<file path="config.mk">
export PLATFORM = sky130hd
export DESIGN_NAME = lvt_timer
export DESIGN_NICKNAME = d
export VERILOG_FILES = /design/src/rtl/lvt_timer.sv
export SDC_FILE = /design/constraint.sdc
export NUM_CORES = 1
export LEC_CHECK = 0
export ABC_AREA = 1
export CELL_PAD_IN_SITES_DETAIL_PLACEMENT = 2
export CELL_PAD_IN_SITES_GLOBAL_PLACEMENT = 2
export CORE_UTILIZATION = 29
export CTS_CLUSTER_DIAMETER = 50
export DETAILED_ROUTE_END_ITERATION = 12
export PLACE_DENSITY = 0.83
export SLEW_MARGIN = 20
export SYNTH_ARGS = -nofsm -noshare
export SYNTH_HDL_FRONTEND = slang
export SYNTH_SLANG_ARGS = --single-unit
</file>
<file path="constraint.sdc">
create_clock -name clk -period 2.42 [get_ports clk]
set_input_delay 0.242 -clock clk [delete_from_list [all_inputs] [get_ports clk]]
set_output_delay 0.242 -clock clk [all_outputs]
set_load 0.02 [all_outputs]
</file>
<file path="src/rtl/lvt_timer.sv">
module lvt_timer #(
  parameter int TS_W  = 64,
  parameter int CNT_W = 32,
  parameter int VEC_W = 8
) (
  input  logic             clk,
  input  logic             rst_n,
  input  logic [TS_W-1:0]  tsc,
  input  logic             req_valid,
  input  logic             req_write,
  input  logic [1:0]       req_addr,
  input  logic [TS_W-1:0]  req_wdata,
  output logic [TS_W-1:0]  rd_data,
  output logic             irq_pulse,
  output logic [VEC_W-1:0] irq_vector
);
  localparam int MODE_LO  = VEC_W;
  localparam int MASK_BIT = VEC_W + 4;
  localparam logic [1:0] M_ONE = 2'b00, M_PER = 2'b01, M_DL = 2'b10;
  localparam logic [1:0] A_CTRL = 2'd0, A_ICNT = 2'd1, A_CCNT = 2'd2, A_DL = 2'd3;

  logic [VEC_W-1:0] vec_q;
  logic             mask_q;
  logic [1:0]       mode_q;
  logic [CNT_W-1:0] icnt_q, ccnt_q;
  logic             run_q;
  logic [TS_W-1:0]  dl_q;

  wire is_cnt  = (mode_q == M_ONE) || (mode_q == M_PER);
  wire is_dl   = (mode_q == M_DL);
  wire wr      = req_valid && req_write;
  wire wr_ctrl = wr && (req_addr == A_CTRL);
  wire wr_icnt = wr && (req_addr == A_ICNT) && is_cnt;
  wire wr_dl   = wr && (req_addr == A_DL) && is_dl;
  wire [1:0] new_mode = req_wdata[MODE_LO +: 2];
  wire mode_chg = wr_ctrl && (new_mode != mode_q);

  wire cnt_hit = run_q && (ccnt_q == CNT_W'(1)) && !wr_icnt;
  wire dl_hit  = is_dl && (dl_q != '0) && (tsc >= dl_q) && !wr_dl;
  wire dl_now  = wr_dl && (req_wdata != '0) && (req_wdata <= tsc);
  wire fire    = (cnt_hit || dl_hit || dl_now) && !mode_chg;

  always_ff @(posedge clk) begin
    if (!rst_n) begin
      vec_q     <= '0;
      mask_q    <= 1'b0;
      mode_q    <= M_ONE;
      icnt_q    <= '0;
      ccnt_q    <= '0;
      run_q     <= 1'b0;
      dl_q      <= '0;
      irq_pulse <= 1'b0;
    end else begin
      irq_pulse <= fire && !mask_q;
      if (mode_chg) begin
        icnt_q <= '0;
        ccnt_q <= '0;
        run_q  <= 1'b0;
        dl_q   <= '0;
      end else begin
        if (wr_icnt) begin
          icnt_q <= req_wdata[CNT_W-1:0];
          ccnt_q <= req_wdata[CNT_W-1:0];
          run_q  <= (req_wdata[CNT_W-1:0] != '0);
        end else if (run_q) begin
          if (ccnt_q == CNT_W'(1)) begin
            if (mode_q == M_PER) ccnt_q <= icnt_q;
            else begin
              ccnt_q <= '0;
              run_q  <= 1'b0;
            end
          end else begin
            ccnt_q <= ccnt_q - CNT_W'(1);
          end
        end
        if (wr_dl) dl_q <= (req_wdata > tsc) ? req_wdata : '0;
        else if (dl_hit) dl_q <= '0;
      end
      if (wr_ctrl) begin
        vec_q  <= req_wdata[VEC_W-1:0];
        mask_q <= req_wdata[MASK_BIT];
        mode_q <= new_mode;
      end
    end
  end

  assign irq_vector = vec_q;

  always_comb begin
    rd_data = '0;
    case (req_addr)
      A_CTRL: begin
        rd_data[VEC_W-1:0]    = vec_q;
        rd_data[MODE_LO +: 2] = mode_q;
        rd_data[MASK_BIT]     = mask_q;
      end
      A_ICNT: if (is_cnt) rd_data[CNT_W-1:0] = icnt_q;
      A_CCNT: if (is_cnt) rd_data[CNT_W-1:0] = ccnt_q;
      default: if (is_dl) rd_data = dl_q;
    endcase
  end
endmodule

</file>
-- Word-level counts from Yosys, hierarchy flattened
Index checks and enable logic that the tools add are counted.
- register bits: 141
- bits of input ports: 134
- output and inout bits: 73
- logic and storage cells: 71
- add/sub/neg operators: 1
- $lt $le $gt $ge: 3
- eq/ne operators: 7
- multiplexer cells: 19
- bitwise gates (word level): 1
- reductions and logical operators: 32
- operators with widths (cell ; number):
    two-way mux 64 bit ; 4
    two-way mux 32 bit ; 7
    nonzero test 64 bit ; 2
    greater-or-equal comparator 64 bit ; 1
    > comparator 64 bit ; 1
    less-or-equal comparator 64 bit ; 1
    one-hot mux 19 bit (3 select lines) ; 1
    equality test 32 x 1 -> 1 bit, second input constant ; 1
    nonzero test 32 bit ; 1
    subtractor 32 x 1 -> 32 bit, second input constant ; 1
    one-hot mux 10 bit (3 select lines) ; 1
    logical AND 1 bit ; 16
    equality test 2 bit, second input constant ; 3
    one-hot mux 2 bit (3 select lines) ; 1
    equality test 2 x 1 -> 1 bit, second input constant ; 2
    zero test 1 bit ; 4
    zero test 2 bit ; 2
    two-way mux 1 bit ; 4
    nonzero test 2 bit ; 2
    logical OR 1 bit ; 3
    one-hot mux 1 bit (3 select lines) ; 1
    OR reduction 3 bit ; 1
    != test 2 bit ; 1
    OR reduction 2 bit ; 1
    NOT 1 bit ; 1

-- Longest topological paths before layout
Gate-level depths: netlist of the first run.
- depth after elaboration: 9
- depth in mapped cells: 19

-- Worst setup path after synthesis of the first run
Ideal clock, no wire load.
- path kind: register -> register
- from: register dl_q[55]
- to: register dl_q[39]
- arrival: 1.770 ns
- data required time: 2.288 ns
- path slack: 0.518 ns
- cell stages (with the launch flop): 16
- path buffers: 1
- period minus slack after synthesis: 1.902 ns
- path through: dfxtp_1 inv_1 ha_1 nand2_1 nor2_1 nor3b_1 nand2_1 nor2_1 nand2_1 nand2_1 nor2_1 nand2_1 nand2_2 buf_2 nand3_1 a21oi_1
- word-level cells in the longest chain between the ends: 5
- elaborated cells on any way between the ends: 6
- those cells by class: 1 x order compare; 5 x reduce/logical
- RTL lines (item ; RTL line ; text):
    from (decl) ; 27 ; logic [TS_W-1:0] dl_q;
    from (signal assigned) ; 76 ; if (wr_dl) dl_q <= (req_wdata > tsc) ? req_wdata : '0;
    branches (longest 2 deep; another with greater-or-equal comparator 64 bit) ; - ;
    logical AND 1 bit * (2 in a row) ; 39 ; wire dl_hit = is_dl && (dl_q != '0) && (tsc >= dl_q) && !wr_dl;
    nonzero test 2 bit (no line) * ; - ;
Every way passes the cells marked *.
A chain may end at the register's enable or synchronous reset.

-- Worst setup path in the final report of the first run
- from: register dl_q[9]
- to: register dl_q[44]
Same word-level chain as after synthesis.

==> metrics.cfg, run 1 <==
[floorplan]
die_area_um2 = 38800
die_x_um = 197
start_util_pct = 29.4
core_area_um2 = 37600
num_rows = 71
die_height_um = 197
ios = 207

[sta]
tightest_slew_ps = 908
clock.fmax_mhz = 316
rsz0062_at_grt = true
finalMaxSlewViolations = 0
setup_viol = 77
hold_violations = 0
maxSlewHeadroom_pct = 39.4
post-route-period-util_pct = 131
worst_slack_ps = -749
finClkSkew_ps = 23.9
timing.final.crit_period_ps = 3170
whs_ps = 369

[clock_network]
htreeDepth = 4
root_buffer = clkbuf_16
cts_tree = done
hold_buffers = 0
insertion_delay_ps = 480
clkTransAtPathRegs_ps = 80
clock-sinks = 141
cts_buffer_depth = 2
cts_buffers = 17

[detailed_routing]
first_iter_violations = 1730
post-route-drc-count = 0
routedWlPerCell_um = 34.4
antenna_left = 0
viasPerCell = 6.33
first_pass_iters = 6
wl_mm = 86.5
vias = 15900

[placed_design]
hpwl_mm = 47.0
place.gp.congestion = 0.899
io_buffer_count = 206
placed_cell_area_um2 = 14800

[cells_and_area]
final_cell_mix = 214 x nand2_1, 183 x inv_1, 176 x buf_4
drive_above_1_share_pct = 25.7
postLayoutCoreUtil_pct = 44.1
stdcell_area_um2 = 16600
fin_nets = 2251
layout_commonest_cell = nand2_1
syn2layout_area_growth_pct = 50.1

[global_route]
antenna_found_initial = 11
grt_pass1_wl_mm = 113
overflow = 0
grt_max_degree = 48
grt_pass1_vias = 17000
grt.total_usage_pct = 39.6

[worst_setup_path]
path_max_fanout = 6
end_kind = register
critical_path_class = reg2reg
ff2ff_path_depth = 16
worstSetupStartpointType = register
worstPathRequired_ps = 2790
cp.arrival_ps = 3540
rr_startpoint = dl_q[9]
r2r_end = dl_q[44]
r2r_slack_ps = -750

[hold_path]
hp-start = req_wdata[3]
holdCritPathClass = in2reg
holdPathStages = 4
hold_end = dl_q[3]

[synth]
syn-num-nets = 1903
synthFlopType = dfxtp_1
yosys.cell_types.count = 45
yosys_warnings = 0
synth_seq_cells = 141
syn_avg_cell_area_um2 = 6.73
async_flop_share_pct = 0
netlist_instances = 1639
syn_area_um2 = 11000
ys_seq_area_share_pct = 25.6
synth_edf_count = 0

[power_and_ir_drop]
pwr_density_cell_nw_per_um2 = 489
p_leak_nw = 7.17
ir_worst_vdd_uv = 493

[flow_run]
cap_violations = 0

[outcome]
status = finished with violations
violations = setup timing

==> through the flow <==
stage,instances,setup WS (ps),TNS (ps),total power [mW]
after detailed placement,2451,-424,-36700,4.50
after floorplan,1639,518,0,3.49
after CTS,2493,-216,-469,7.66
after global routing,2511,-748,-38300,8.22
final,2516,-749,-38580,8.10
after global placement,2451,-270,-24840,4.35
==> Yosys cell counts (all sizes together) (2+ instances only) <==
| library cell | number | share of area, % |
|---|---|---|
| o211ai | 5 | 0.34 |
| ha | 130 | 15 |
| clkbuf | 21 | 0.71 |
| nand3 | 113 | 5.2 |
| a311oi | 2 | 0.16 |
| clkinv | 2 | 0.068 |
| nor3 | 17 | 0.82 |
| a22oi | 18 | 1.2 |
| inv | 223 | 7.6 |
| o311ai | 2 | 0.16 |
| a41oi | 3 | 0.24 |
| or2 | 2 | 0.11 |
| a21o | 5 | 0.34 |
| o221ai | 4 | 0.32 |
| nand2 | 253 | 8.8 |
| nor4 | 23 | 1.3 |
| nand4 | 89 | 5.0 |
| xnor2 | 4 | 0.32 |
| buf | 59 | 3.4 |
| dfxtp | 141 | 26 |
| a31oi | 5 | 0.28 |
| a21oi | 188 | 8.5 |
| o22ai | 10 | 0.57 |
| o21a | 6 | 0.41 |
| a22o | 3 | 0.24 |
| xor2 | 21 | 1.7 |
| nor2 | 179 | 6.7 |
| o21ai | 106 | 4.8 |
==> metal layers <==
metal	vias up	share of wire [%]	track usage (%)
met2	1289	45	67.8
met3	598	9.4	9.51
li1	6277	-	-
met5	-	0.093	0
met4	12	10	29.8
met1	7742	35	42.2
==> worst max-delay path by stage <==
stage                startpoint     endpoint  slack, ps  cells past startpoint
floorplan              dl_q[55]     dl_q[39]        520                     15
CTS                   mode_q[1]  rd_data[19]       -220                      9
global placement    req_addr[1]  rd_data[30]       -270                      7
finish                  dl_q[9]     dl_q[44]       -750                     16
detailed placement      tsc[63]     dl_q[40]       -420                     12
global route            dl_q[9]     dl_q[44]       -750                     16
==> where the power goes <==
group | total, mW | internal, mW | switching (mW)
registers | 2.42 | 2.36 | 0.0570
clock network | 3.14 | 1.81 | 1.33
logic | 2.54 | 0.980 | 1.56
total | 8.10 | 5.15 | 2.95
==> logic make-up after synthesis <==
group                    share of synthesized area (%)
AO/OA/AOI/OAI                                     17.9
XOR/XNOR                                          1.98
adder cells (fa/ha/maj)                           14.7
buffers and inverters                             11.7
flip-flops                                        25.6
AND/OR/NAND/NOR                                   28.0
==> registers in the layout (all words and copies together) (netlist names) <==
register / flops
dl_q: 64
ccnt_q: 32
icnt_q: 32
irq_vector: 8
mode_q: 2
irq_pulse: 1
mask_q: 1
run_q: 1
==> layout make-up <==
cell class / count / area [um^2]
Fill cell: 4210 / 21000
Multi-Input combinational cell: 1194 / 7720
Timing Repair Buffer: 408 / 3820
Antenna cell: 5 / 12.5
Sequential cell: 141 / 2880
Clock inverter: 11 / 164
Clock buffer: 21 / 470
Inverter: 225 / 852
Tap cell: 511 / 639
==> worst max-delay path, stage by stage, from the launching register on <==
cell and delay, ps:
dfxtp_2 390, inv_2 100, ha_1 390, nand2_1 340, nand2_1 140, nand3_1 100, nand2_1 80, a21oi_1 230
nand2_1 120, nand2_1 100, nand2_2 90, nand2_4 130, nand2_8 90, nand2_8 170, buf_12 150, nand3_1 110
a21oi_2 310
==> repair_timing <==
action                     in CTS  in global routing
setup buffers                   5                 13
gates cloned                    6                  5
setup endpoints to repair     128                124
pin swaps                      16                 32
resized for setup             225                223
No activity file was read; power rests on OpenSTA's default activity.
==> inputs of run 2 (changes only) <==
ABC_AREA = unset   (was 1)
CORE_UTILIZATION = 30   (was 29)
MAX_ROUTING_LAYER = met4   (was unset)
==> run 2 against run 1 <==
  * The flow now stops in global routing (5_1_grt)
  * Area after synthesis decreased by 6.3%
  * Synthesized cell count fell by 18%
==> metrics.cfg, run 2 <==
[synth]
ys_top_cells_by_count = 189 x nand2_1, 141 x dfxtp_1, 136 x inv_1, 130 x ha_1, 126 x a21oi_1
synthTopCellsByArea = dfxtp_1 27%, ha_1 16%, nand2_1 6.9%, a22o_1 6.4%, a21oi_1 6.1%
synthFlopType = dfxtp_1
synth_mux_area_share_pct = 0.206  ; +0.21 points
async_flop_share_pct = 0  ; unchanged
yosys.cell_types.count = 60  ; +33%
ys_seq_area_share_pct = 27.3  ; +1.7 points
synth_xor_area_share_pct = 0.763  ; -1.2 points
yosysTopAreaCell = dfxtp_1
netlist_instances = 1348  ; -18%
synth_edf_count = 0  ; unchanged
syn_area_um2 = 10300  ; -6.3%
yosysMostFrequentCell = nand2_1
synth_compound_area_share_pct = 24.2  ; +6.3 points
synth-adder-area-share_pct = 15.7  ; +1.0 points
synth_seq_cells = 141  ; unchanged
synth_top_family_by_area = compound AO/OA/AOI/OAI gates
yosys_warnings = 0  ; unchanged
yosys.area_share.simple_pct = 23.7  ; -4.4 points
syn-num-nets = 1612  ; -15%
netlist.area_leader.share_pct = 27.3  ; +1.7 points
syn_avg_cell_area_um2 = 7.67  ; +14%

[outcome]
status = aborted with a tool error
stop_stage = global routing (5_1_grt)
error = [ERROR GRT-0232] Routing congestion too high. Check the congestion heatmap in the GUI.

[placed_design]
placed_cell_area_um2 = 15600  ; +5.4%
place.gp.congestion = 0.955  ; +6.2%
io_buffer_count = 206  ; unchanged
hpwl_mm = 52.9  ; +12%

[floorplan]
die_x_um = 188  ; -4.8%
start_util_pct = 30.7  ; +1.3 points
ios = 207  ; unchanged
die_height_um = 188  ; -4.8%
num_rows = 67  ; -5.6%

[clock_network]
hold_buffers = 0  ; unchanged
clock-sinks = 141  ; unchanged
cts_buffer_depth = 2  ; unchanged
cts_buffers = 17  ; unchanged
htreeDepth = 4  ; unchanged
root_buffer = clkbuf_16

[global_route]
overflow = 2
grt_max_degree = 38
grt.total_usage_pct = 64.0

[sta]
crit_endpoint = dl_q[27]$_SDFFE_PP0P_/D
endpoint_type = register input

run 2: cell types whose count changed after synthesis, moves of 62 or more:
cell | previous run | this run
nor2_1 | 166 | 46
nand3_1 | 112 | 35
inv_1 | 210 | 136
a22o_1 | 3 | 75
a21oi_1 | 188 | 126
run 2: cell families after synthesis:
family,count (synthesis)
xor gates and xnor gates,9
DFF,141
and+or+nand+nor,479
AOI/OAI and AO/OA,380
adders and majority gates,130
buffers and inverters,207
muxes,2
run 2: what timing repair did:
item | in CTS
gates cloned | 5
pin swaps | 95
gates resized for setup | 375
buffers inserted | 41
endpoints found under the setup margin | 176
run 2: metal layers:
metal	overflow	global-route usage, %
met2	2	89.6
met3	0	33.4
met5	-	-
met1	0	61.4
met4	0	66.4
run 2: per-stage QoR:
step                      util [%]  setup WS, ps  cells
after floorplan                  -          -124   1348
after global placement        46.3          -894   2270
after detailed placement      46.3         -1230   2270
after CTS                     51.7          -589   2346
==> inputs of run 3 (changes only) <==
CELL_PAD_IN_SITES_DETAIL_PLACEMENT = unset   (was 2)
CELL_PAD_IN_SITES_GLOBAL_PLACEMENT = unset   (was 2)
CORE_UTILIZATION = 40   (was 30)
CTS_CLUSTER_DIAMETER = unset   (was 50)
MAX_ROUTING_LAYER = unset   (was met4)
PLACE_DENSITY = unset   (was 0.83)
PLACE_DENSITY_LB_ADDON = 0.15   (was unset)
==> run 3 against run 2 <==
  * The flow now finishes, with violations (setup timing)
  * Area after synthesis stayed put
  * Synthesized cell count stayed put
==> metrics.cfg, run 3 <==
[outcome]
status = finished with violations
violations = setup timing

[synth]
yosys.cell_types.count = 60  ; unchanged
synth_seq_cells = 141  ; unchanged
syn_avg_cell_area_um2 = 7.67  ; unchanged
async_flop_share_pct = 0  ; unchanged
synthFlopType = dfxtp_1
synth_edf_count = 0  ; unchanged
netlist_instances = 1348  ; unchanged
syn_area_um2 = 10300  ; unchanged
yosys_warnings = 0  ; unchanged
yosysMostFrequentCell = nand2_1
syn-num-nets = 1612  ; unchanged
ys_top_cells_by_count = 189 x nand2_1, 141 x dfxtp_1, 136 x inv_1, 130 x ha_1, 126 x a21oi_1
yosysTopAreaCell = dfxtp_1
synthTopCellsByArea = dfxtp_1 27%, ha_1 16%, nand2_1 6.9%, a22o_1 6.4%, a21oi_1 6.1%
netlist.area_leader.share_pct = 27.3  ; unchanged
ys_seq_area_share_pct = 27.3  ; unchanged

[worst_setup_path]
critical_path_class = in2reg
r2r_end = dl_q[12]
r2r_slack_ps = -410
cp.arrival_ps = 3210
path_max_fanout = 7
end_kind = register
ff2ff_path_depth = 12
worstPathRequired_ps = 2740
worstSetupStartpointType = primary input
rr_startpoint = dl_q[10]
worst_path_max_delay_cell = or4_4
crit_chain = clkdlybuf4s15_1, ha_4, nand4_1, nor4_4, nand4_4, or4_4, nor3_2, buf_4, nor4_4, buf_6, buf_4, buf_16, a22o_1
critPathMaxStageDelay_ps = 580

[detailed_routing]
route.met2.wl_mm = 19.6
first_iter_violations = 1098
post-route-drc-count = 0
wl_mm = 44.4
first_pass_iters = 6
top_layer_used = met4
vias = 12800
wl_met3_mm = 3.80
routedWlPerCell_um = 20.1
viasPerCell = 5.76
wl_met1_mm = 19.1
antenna_left = 0

[hold_path]
holdCritPathClass = in2reg
hold_end = dl_q[52]
holdPathStages = 3
hp-start = req_wdata[52]

[clock_network]
cts_tree = done
root_buffer = clkbuf_16
cts_buffers = 17  ; unchanged
insertion_delay_ps = 440
cts_buffer_depth = 2  ; unchanged
clock-sinks = 141  ; unchanged
htreeDepth = 4  ; unchanged
clkTransAtPathRegs_ps = 70

[cells_and_area]
top_regs = dl_q: 64 flops, ccnt_q: 32 flops, icnt_q: 32 flops
multiInputGateArea_um2 = 7260
final_cell_mix = 333 x buf_4, 187 x nand2_1, 130 x dfxtp_1
fin_nets = 2135
regArea_um2 = 2840
syn2layout_area_growth_pct = 60.4
n_fill_cell = 2192
stdcell_count = 2216
largest-register = dl_q
largest_reg_flops = 64
drive_above_1_share_pct = 28.0
layout_commonest_cell = buf_4

[sta]
tightest_slew_ps = 439
hold_violations = 0
finClkSkew_ps = 9.87
finalMaxSlewViolations = 0
maxSlewHeadroom_pct = 70.5
clock.fmax_mhz = 346
whs_ps = 160
post-route-period-util_pct = 119
setup_viol = 65
worst_slack_ps = -467
setup_tns_ps = -23840
timing.final.crit_period_ps = 2890
rsz0062_at_grt = true

[global_route]
antenna_found_initial = 2
grt_pass1_wl_mm = 67.1
grt.total_usage_pct = 32.9
overflow = 0
grt_max_degree = 64
grt_pass1_vias = 12500

[power_and_ir_drop]
p_int_mw = 4.85
switching_share_pct = 32.1
seqPwrFrac_pct = 33.7
p_comb_share_pct = 29.2
power_mw = 7.14
p_switching_mw = 2.29
pwr_density_cell_nw_per_um2 = 431
p_leak_nw = 7.49
clockPowerShare_pct = 37.1
ir_worst_vdd_uv = 351

[floorplan]
die_height_um = 163  ; -13%
start_util_pct = 40.9  ; +10 points
ios = 207  ; unchanged
core_area_um2 = 25300
die_x_um = 163  ; -13%
num_rows = 58  ; -13%
die_area_um2 = 26500

[flow_run]
cap_violations = 0

[placed_design]
place.gp.congestion = 0.963  ; +0.85%
io_buffer_count = 206  ; unchanged
placed_cells = 2146  ; -5.5%
hpwl_mm = 33.0  ; -38%
place_ws_ps = -974  ; +253 ps

-- run 3: cell counts after synthesis --
Identical to the previous run, type by type.
-- run 3: cell families (layout without fill, tap and decap cells) --
kind of cell,after synthesis,after routing,share of synthesized area (%)
AO/OA/AOI/OAI,380,380,24.2
buffers and inverters,207,741,8.05
AND/OR/NAND/NOR,479,481,23.7
adder cells (fa/ha/maj),130,130,15.7
flip-flops,141,141,27.3
multiplexers,2,2,0.206
other,0,2,0
XOR/XNOR,9,9,0.763
-- run 3: worst max-delay path, delay by kind of cell --
kind                     cells  cell delay [ps]
AO/OA/AOI/OAI                1              200
adder cells (fa/ha/maj)      1              290
buffers and inverters        5              840
AND/OR/NAND/NOR              6             1620
-- run 3: cell type report --
type	instances	share of cell area (%)
Multi-Input combinational cell	1002	43.8
Timing Repair Buffer	573	29.9
Clock inverter	15	0.898
Sequential cell	141	17.1
Antenna cell	2	0.0302
Inverter	136	3.17
Clock buffer	17	2.57
Tap cell	330	2.49
-- run 3: power groups by stage --
stage,Combinational (mW),Sequential [mW],Clock [mW]
finish,2.09,2.41,2.65
global route,2.26,2.41,2.74
CTS,1.99,2.40,2.65
detailed placement,1.92,2.45,0
global placement,1.90,2.45,0
floorplan,0.902,2.46,0
-- run 3: how the worst max path moves through the flow --
stage               slack [ps]       end     startpoint  cells past startpoint
floorplan                 -120  dl_q[10]        tsc[62]                     11
global placement          -930  dl_q[59]        tsc[29]                     13
detailed placement        -970  dl_q[47]        tsc[62]                     12
CTS                       -370   dl_q[0]       dl_q[10]                     11
global route              -520  dl_q[54]  req_wdata[48]                     13
finish                    -470  dl_q[62]  req_wdata[51]                     13
-- run 3: stage by stage --
| step | area [um^2] | utilization (%) |
|---|---|---|
| 5_1_grt | 16600 | 65.6 |
| 3_5_place_dp | 15300 | 60.8 |
| 4_1_cts | 16300 | 64.6 |
| 6_report | 16600 | 65.6 |
| 2_1_floorplan | 10600 | - |
| 3_3_place_gp | 15300 | 60.8 |
-- run 3: metal layers --
metal  up-vias  global-route usage [%]
met3       119                    6.21
met5         -                       0
met2       671                    52.2
met4         0                    14.6
met1      6024                    43.3
li1       5951                       -
-- run 3: what timing repair did --
action,4_1_cts,5_1_grt
pin swaps,30,29
setup endpoints to repair,153,102
setup buffers,16,8
hold buffers,0,0
gates resized for setup,193,85
cloned,7,7
